$ cat src/rtl/qr_pkg.sv
package qr_pkg;

    typedef enum logic [1:0] {
        Q_EMPTY   = 2'd0,
        Q_PARTIAL = 2'd1,
        Q_FULL    = 2'd2
    } q_state_e;

    localparam logic [1:0] SEL_REGION = 2'd0;
    localparam logic [1:0] SEL_THRESH = 2'd1;
    localparam logic [1:0] SEL_ENABLE = 2'd2;
    localparam logic [1:0] SEL_ACK    = 2'd3;

    localparam int WORD_W = 16;

endpackage

$ cat src/rtl/qr_ptr_fsm.sv
module qr_ptr_fsm
    import qr_pkg::*;
#(
    parameter int SLOT_W      = 4,
    parameter int CNT_W       = 5,
    parameter int RESET_SLOTS = 16
) (
    input  logic              clk,
    input  logic              rst_n,
    input  logic              push_req,
    input  logic              pop_req,
    input  logic              reload,
    input  logic [CNT_W-1:0]  reload_slots,
    output logic [SLOT_W-1:0] wr_ptr,
    output logic [SLOT_W-1:0] rd_ptr,
    output logic [CNT_W-1:0]  count,
    output logic [CNT_W-1:0]  nslots,
    output logic              push_ok,
    output logic              pop_ok,
    output logic              full,
    output logic              nonempty
);

    q_state_e          state, state_nx;
    logic [CNT_W-1:0]  cap;

    assign cap = nslots - 1'b1;

    function automatic logic [SLOT_W-1:0] bump(input logic [SLOT_W-1:0] p,
                                               input logic [CNT_W-1:0]  last);
        return (CNT_W'(p) == last) ? '0 : p + 1'b1;
    endfunction

    always_comb begin
        push_ok = push_req && !reload && (state != Q_FULL);
        pop_ok  = pop_req  && !reload && (state != Q_EMPTY);
    end

    // next-state: FILL, TOP-OFF, RELEASE, DRAIN, RELOAD
    always_comb begin
        state_nx = state;
        if (reload) begin
            state_nx = Q_EMPTY;
        end else begin
            unique case (state)
                Q_EMPTY: begin
                    if (push_ok)
                        state_nx = (cap == 1) ? Q_FULL : Q_PARTIAL;
                end
                Q_PARTIAL: begin
                    if (push_ok && !pop_ok && count == cap - 1'b1)
                        state_nx = Q_FULL;
                    else if (pop_ok && !push_ok && count == 1)
                        state_nx = Q_EMPTY;
                end
                Q_FULL: begin
                    if (pop_ok)
                        state_nx = (cap == 1) ? Q_EMPTY : Q_PARTIAL;
                end
                default: state_nx = Q_EMPTY;
            endcase
        end
    end

    always_ff @(posedge clk or negedge rst_n) begin
        if (!rst_n) state <= Q_EMPTY;
        else        state <= state_nx;
    end

    always_comb begin
        full     = (state == Q_FULL);
        nonempty = (state != Q_EMPTY);
    end

    always_ff @(posedge clk or negedge rst_n) begin
        if (!rst_n) begin
            wr_ptr <= '0;
            rd_ptr <= '0;
            count  <= '0;
            nslots <= CNT_W'(RESET_SLOTS);
        end else if (reload) begin
            wr_ptr <= '0;
            rd_ptr <= '0;
            count  <= '0;
            nslots <= reload_slots;
        end else begin
            if (push_ok) wr_ptr <= bump(wr_ptr, cap);
            if (pop_ok)  rd_ptr <= bump(rd_ptr, cap);
            unique case ({push_ok, pop_ok})
                2'b10:   count <= count + 1'b1;
                2'b01:   count <= count - 1'b1;
                default: count <= count;
            endcase
        end
    end

endmodule

$ cat src/rtl/qr_slot_store.sv
module qr_slot_store #(
    parameter int MAX_WORDS = 64,
    parameter int WPS       = 4,
    parameter bit HAS_FLAGS = 1'b1,
    parameter int AW        = 6,
    parameter int SLOT_W    = 4
) (
    input  logic              clk,
    input  logic              wr_en,
    input  logic [AW-1:0]     wr_addr,
    input  logic [15:0]       wr_data,
    input  logic [SLOT_W-1:0] rd_slot,
    output logic [15:0]       flags,
    output logic [31:0]       addr,
    output logic [15:0]       size
);

    localparam int OFS = HAS_FLAGS ? 1 : 0;

    logic [15:0]   mem [MAX_WORDS];
    logic [AW-1:0] base;

    always_ff @(posedge clk) begin
        if (wr_en && int'(wr_addr) < MAX_WORDS)
            mem[wr_addr] <= wr_data;
    end

    assign base = AW'(int'(rd_slot) * WPS);

    always_comb begin
        addr = {mem[base + AW'(OFS)], mem[base + AW'(OFS + 1)]};
        size = mem[base + AW'(OFS + 2)];
    end

    generate
        if (HAS_FLAGS) begin : g_flags
            assign flags = mem[base];
        end else begin : g_noflags
            assign flags = '0;
        end
    endgenerate

endmodule

$ cat src/rtl/qr_refill_irq.sv
module qr_refill_irq
    import qr_pkg::*;
#(
    parameter int CNT_W    = 5,
    parameter int STAT_BIT = 1
) (
    input  logic             clk,
    input  logic             rst_n,
    input  logic             ctl_wr,
    input  logic [1:0]       ctl_sel,
    input  logic [15:0]      ctl_wdata,
    input  logic             push_ok,
    input  logic             pop_ok,
    input  logic [CNT_W-1:0] count,
    output logic             drop_evt,
    output logic [15:0]      status,
    output logic             irq
);

    logic [CNT_W-1:0] thresh;
    logic [15:0]      enable;
    logic             pend;

    assign drop_evt = pop_ok && !push_ok && (thresh != '0) && (count == thresh);

    always_ff @(posedge clk or negedge rst_n) begin
        if (!rst_n) begin
            thresh <= '0;
            enable <= '0;
            pend   <= 1'b0;
        end else begin
            if (ctl_wr && ctl_sel == SEL_THRESH) thresh <= ctl_wdata[CNT_W-1:0];
            if (ctl_wr && ctl_sel == SEL_ENABLE) enable <= ctl_wdata;
            if (drop_evt)
                pend <= 1'b1;
            else if (ctl_wr && ctl_sel == SEL_ACK && ctl_wdata[STAT_BIT])
                pend <= 1'b0;
        end
    end

    assign status = 16'(pend) << STAT_BIT;
    assign irq    = |(status & enable);

endmodule

$ cat src/rtl/desc_ring_queue.sv
module desc_ring_queue
    import qr_pkg::*;
#(
    parameter int  MAX_WORDS = 64,
    parameter bit  HAS_FLAGS = 1'b1,
    localparam int WPS       = HAS_FLAGS ? 4 : 3,
    localparam int MAX_SLOTS = MAX_WORDS / WPS,
    localparam int SLOT_W    = $clog2(MAX_SLOTS),
    localparam int CNT_W     = $clog2(MAX_SLOTS + 1),
    localparam int AW        = $clog2(MAX_WORDS),
    localparam int STAT_BIT  = HAS_FLAGS ? 1 : 3
) (
    input  logic             clk,
    input  logic             rst_n,
    input  logic             slot_wr_en,
    input  logic [AW-1:0]    slot_wr_addr,
    input  logic [15:0]      slot_wr_data,
    input  logic             wr_advance,
    input  logic             ctl_wr,
    input  logic [1:0]       ctl_sel,
    input  logic [15:0]      ctl_wdata,
    input  logic             cons_pop,
    output logic             cons_valid,
    output logic [15:0]      cons_flags,
    output logic [31:0]      cons_addr,
    output logic [15:0]      cons_size,
    output logic [CNT_W-1:0] fill_level,
    output logic             q_full,
    output logic [15:0]      irq_status,
    output logic             irq
);

    logic              region_wr;
    logic [CNT_W-1:0]  new_slots;
    logic [SLOT_W-1:0] wr_ptr, rd_ptr;
    logic [CNT_W-1:0]  count, nslots;
    logic              push_ok, pop_ok, drop_evt;
    int                words_eff, slots_calc;

    assign region_wr = ctl_wr && (ctl_sel == SEL_REGION);

    always_comb begin
        words_eff  = (int'(ctl_wdata) > MAX_WORDS) ? MAX_WORDS : int'(ctl_wdata);
        slots_calc = words_eff / WPS;
        if (slots_calc < 2) slots_calc = 2;
        new_slots  = CNT_W'(slots_calc);
    end

    qr_ptr_fsm #(
        .SLOT_W      (SLOT_W),
        .CNT_W       (CNT_W),
        .RESET_SLOTS (MAX_SLOTS)
    ) u_ptr (
        .clk          (clk),
        .rst_n        (rst_n),
        .push_req     (wr_advance),
        .pop_req      (cons_pop),
        .reload       (region_wr),
        .reload_slots (new_slots),
        .wr_ptr       (wr_ptr),
        .rd_ptr       (rd_ptr),
        .count        (count),
        .nslots       (nslots),
        .push_ok      (push_ok),
        .pop_ok       (pop_ok),
        .full         (q_full),
        .nonempty     (cons_valid)
    );

    qr_slot_store #(
        .MAX_WORDS (MAX_WORDS),
        .WPS       (WPS),
        .HAS_FLAGS (HAS_FLAGS),
        .AW        (AW),
        .SLOT_W    (SLOT_W)
    ) u_store (
        .clk     (clk),
        .wr_en   (slot_wr_en),
        .wr_addr (slot_wr_addr),
        .wr_data (slot_wr_data),
        .rd_slot (rd_ptr),
        .flags   (cons_flags),
        .addr    (cons_addr),
        .size    (cons_size)
    );

    qr_refill_irq #(
        .CNT_W    (CNT_W),
        .STAT_BIT (STAT_BIT)
    ) u_irq (
        .clk       (clk),
        .rst_n     (rst_n),
        .ctl_wr    (ctl_wr),
        .ctl_sel   (ctl_sel),
        .ctl_wdata (ctl_wdata),
        .push_ok   (push_ok),
        .pop_ok    (pop_ok),
        .count     (count),
        .drop_evt  (drop_evt),
        .status    (irq_status),
        .irq       (irq)
    );

    assign fill_level = count;

endmodule

$ cat config.mk
export PLATFORM = sky130hd
export DESIGN_NAME = desc_ring_queue
export DESIGN_NICKNAME = d
export VERILOG_FILES = /design/src/rtl/qr_pkg.sv /design/src/rtl/qr_ptr_fsm.sv /design/src/rtl/qr_slot_store.sv /design/src/rtl/qr_refill_irq.sv /design/src/rtl/desc_ring_queue.sv
export SDC_FILE = /design/constraint.sdc
export NUM_CORES = 1
export LEC_CHECK = 0
export BUFFER_PORTS_ARGS = -buffer_cell sky130_fd_sc_hd__buf_2
export CAP_MARGIN = 10
export CORE_MARGIN = 3
export CORE_UTILIZATION = 50
export DETAILED_ROUTE_END_ITERATION = 6
export GPL_ROUTABILITY_DRIVEN = 0
export PLACE_DENSITY = 0.72
export SLEW_MARGIN = 20
export SYNTH_ARGS = -nofsm -noshare
export SYNTH_HDL_FRONTEND = slang
export SYNTH_SLANG_ARGS = --single-unit
$ cat constraint.sdc
create_clock -name clk -period 6.8 [get_ports clk]
set_input_delay 0.34 -clock clk [delete_from_list [all_inputs] [get_ports clk]]
set_output_delay 0.34 -clock clk [all_outputs]
set_load 0.005 [all_outputs]
==> results.yml <==
outcome:
  outcome: "finished clean"
synth:
  synth_edf_count: 1024
  ys_types: 58
  async_reset_ff_frac: 0.0220
  synthCells: 2214
  ys_ff_latch: 1047
  yosysSeqAreaShare: 0.757
  synth.avg_cell_area_sq_um: 18.7
  netlist_area_sq_um: 41400
  yosysWarnings: 0
  synth-main-ff-cell: "edfxtp_1"
die:
  fp-row-count: 104
  ios: 134
  die_w_um: 294
  dieArea_sq_um: 86200
  die_y_um: 294
  start_util: 0.509
  coreArea_sq_um: 81200
setup_path:
  worstPathArrival_ns: 3.72
  criticalPathCategory: "reg -> out"
  cpPeakStageDelay_ns: 0.97
  crit_family: "flip-flops"
  cp_num_buf_inv: 2
  crit_slowest_cell: "dfrtp_4"
  cpMostUsedCell: "o21ai_0"
  crit_fanout: 47
  worst_setup_path_end_kind: "output pin"
  path_cells: "buf_4 > mux2_2 > o21ai_0 > a21oi_1 > o21ai_0 > nand2_1 > buf_2"
  required_ns: 6.46
  rrSetupSlack_ns: 3.51
  cp-start-kind: "flip-flop"
timing:
  tightest_slew_ns: 1.13
  finalSetupTns_ns: 0
  post-route-period-util: 0.597
  fmax_mhz: 246
  slew_headroom: 0.246
  maxSlewViolCount: 0
  whs_ns: 0.0586
  rsz0062_at_grt: "no"
  setup_viol: 0
  period_minus_slack_ns: 4.06
  final_hold_viol_count: 0
  clock-skew-final_ns: 0.00717
  fin_ws_ns: 2.74
power:
  switchingPower_mw: 4.28
  p_leak_nw: 15.3
  intPower_mw: 11.6
  p_comb_frac: 0.205
  switching_share: 0.270
  peakVddDrop_uv: 215
  cellPowerDensity_nw_per_um2: 340
  seqPwrFrac: 0.462
  clock_power_share: 0.333
final_layout:
  regArea_sq_um: 31300
  n_fill_cell: 5924
  drive_gt1_frac: 0.231
  nNetsFinal: 2454
  syn2layout_area_growth_pct: 12.7
  instances_no_fill: 3545
  multiInputGateArea_sq_um: 9430
cts:
  cts-htree-levels: 3
  clock_path_buffers: 3
  cts_setup_buffers: 0
  cts_tree: "yes"
  cts_buffers: 102
  root_buffer: "clkbuf_16"
  insertion_delay_ns: 0.65
  clk_pin_slew_ns: 0.06
  cts_resized: 0
  hold_buffers: 7
  clkSinkCount: 1047
global_routing:
  grt_usage: 0.220
  antenna_found_initial: 8
  grt_overflow: 0
  grt_pass1_wl_um: 141000
  grt_pass1_vias: 21984
  grt_max_degree: 115
placed_design:
  dp_cells: 3349
  hpwl_um: 49700
  detailedPlace.worstSlack_ns: 3.34
  port_buffers: 118
route:
  wl_um: 94800
  firstDrtPassIters: 5
  num_vias: 21756
  antenna_left: 0
  route.detailed.drc: 0
  viasPerCell: 6.14
  drt_iter0_markers: 2265
  wl_per_cell_um: 26.7
job:
  max_cap_viol_count: 0
worst_hold_path:
  worstHoldPathType: "in -> reg"
## cells in the mapped netlist, types with 7 or more instances
cell      instances  area (sq um)
nand3b_1          9          67.6
clkbuf_1         66           248
nand3_1          11          55.1
mux4_2          128          2880
xnor2_1          10          87.6
nor3_1           13          65.1
a221oi_1         64           561
nor2b_1           7          43.8
nand2b_1         10          62.6
o21ai_0         134           671
buf_4            37           278
mux2_2           70           788
a22oi_1          66           495
xor2_1            9          78.8
ha_1              7          87.6
edfxtp_1       1024         30700
dfrtp_1          22           551
a21oi_1          73           365
buf_2            36           180
mux2i_1         196          1960
nor2_1           80           300
nand2_1          77           289
## flip-flops by register name (all words and copies together) (netlist names)
signal / flops
u_irq.pend: 1
u_ptr.rd_ptr: 4
u_ptr.count: 5
u_store.mem: 1024
u_ptr.nslots: 5
u_irq.enable: 1
u_irq.thresh: 5
u_ptr.state: 2
## logic make-up (layout without fill, tap and decap cells)
kind of cell | Yosys count | after routing | synth area share
xor+xnor | 19 | 19 | 0.00402
fa+ha+maj | 7 | 7 | 0.00212
buf+inv | 146 | 400 | 0.0177
other cells | 1 | 18 | 0.0000907
flops | 1047 | 1047 | 0.757
compound gates | 363 | 363 | 0.0557
simple gates | 237 | 237 | 0.0268
mux | 394 | 394 | 0.136
## area by class of cell
| cell class | count | area share |
|---|---|---|
| flip-flops and latches | 1047 | 0.672 |
| inverters | 4 | 0.000322 |
| clock inverters | 50 | 0.00824 |
| clock buffers | 135 | 0.0587 |
| repair buffers | 211 | 0.0299 |
| multi-input cells | 1035 | 0.202 |
| well taps | 1060 | 0.0284 |
| diodes | 3 | 0.000161 |
## placed cells by master (no fill, tap or decap), drive strengths merged, types with 3 or more instances in the layout
master / instances
edfxtp: 1024
buf: 204
mux2i: 196
o21ai: 137
clkbuf: 135
mux4: 128
nor2: 80
nand2: 77
a21oi: 73
mux2: 70
a22oi: 66
a221oi: 64
clkinv: 40
dfrtp: 22
conb: 15
nor3: 13
nand3: 11
nand2b: 10
xnor2: 10
nand3b: 9
xor2: 9
ha: 7
dlygate4sd3: 7
nor2b: 7
inv: 7
and2: 5
nor4: 4
clkinvlp: 4
diode: 3
nor3b: 3
nand4b: 3
nand4: 3
or3b: 3
nor4bb: 3
a22o: 3
o21a: 3
bufinv: 3
a211oi: 3
## power by group through the flow
stage | registers (mW) | logic (mW) | clock network (mW)
global route | 7.35 | 3.52 | 5.64
detailed placement | 7.49 | 3.25 | 0
global placement | 7.49 | 3.21 | 0
CTS | 7.36 | 3.27 | 5.37
finish | 7.34 | 3.25 | 5.28
floorplan | 7.33 | 2.32 | 0
## worst paths after layout
check,start,endpoint,cells past startpoint
worst max-delay path,u_ptr.rd_ptr[0],cons_addr[31],7
worst min-delay path,ctl_wdata[6],u_ptr.nslots[4],3
worst max register to register,u_ptr.rd_ptr[2],u_ptr.rd_ptr[2],6
worst min register to register,u_irq.enable[1],u_irq.enable[1],1
max in group asynchronous,rst_n,u_ptr.rd_ptr[1],2
min in group asynchronous,rst_n,u_irq.thresh[1],2
## metal layers
layer,vias to the layer above,GRT usage,part of all wire
li1,9358,-,-
met4,8,0.0686,0.027
met5,-,0,0.00060
met1,11276,0.305,0.40
met3,168,0.0394,0.077
met2,946,0.360,0.49
## per-stage QoR
step	total power, mW	utilization	area (sq um)
detailed placement	10.7	0.534	43400
global placement	10.7	0.534	43400
finish	15.9	0.574	46600
floorplan	9.66	-	41400
CTS	16.0	0.574	46600
global route	16.5	0.574	46600
## worst register-to-register path, delay by kind of cell (launching register included)
kind	cells	cell delay, ns
buffers and inverters	1	0.82
AO/OA/AOI/OAI	2	0.53
AND/OR/NAND/NOR	3	1.04
flip-flops	1	0.70
No activity file was read; power rests on OpenSTA's default activity.
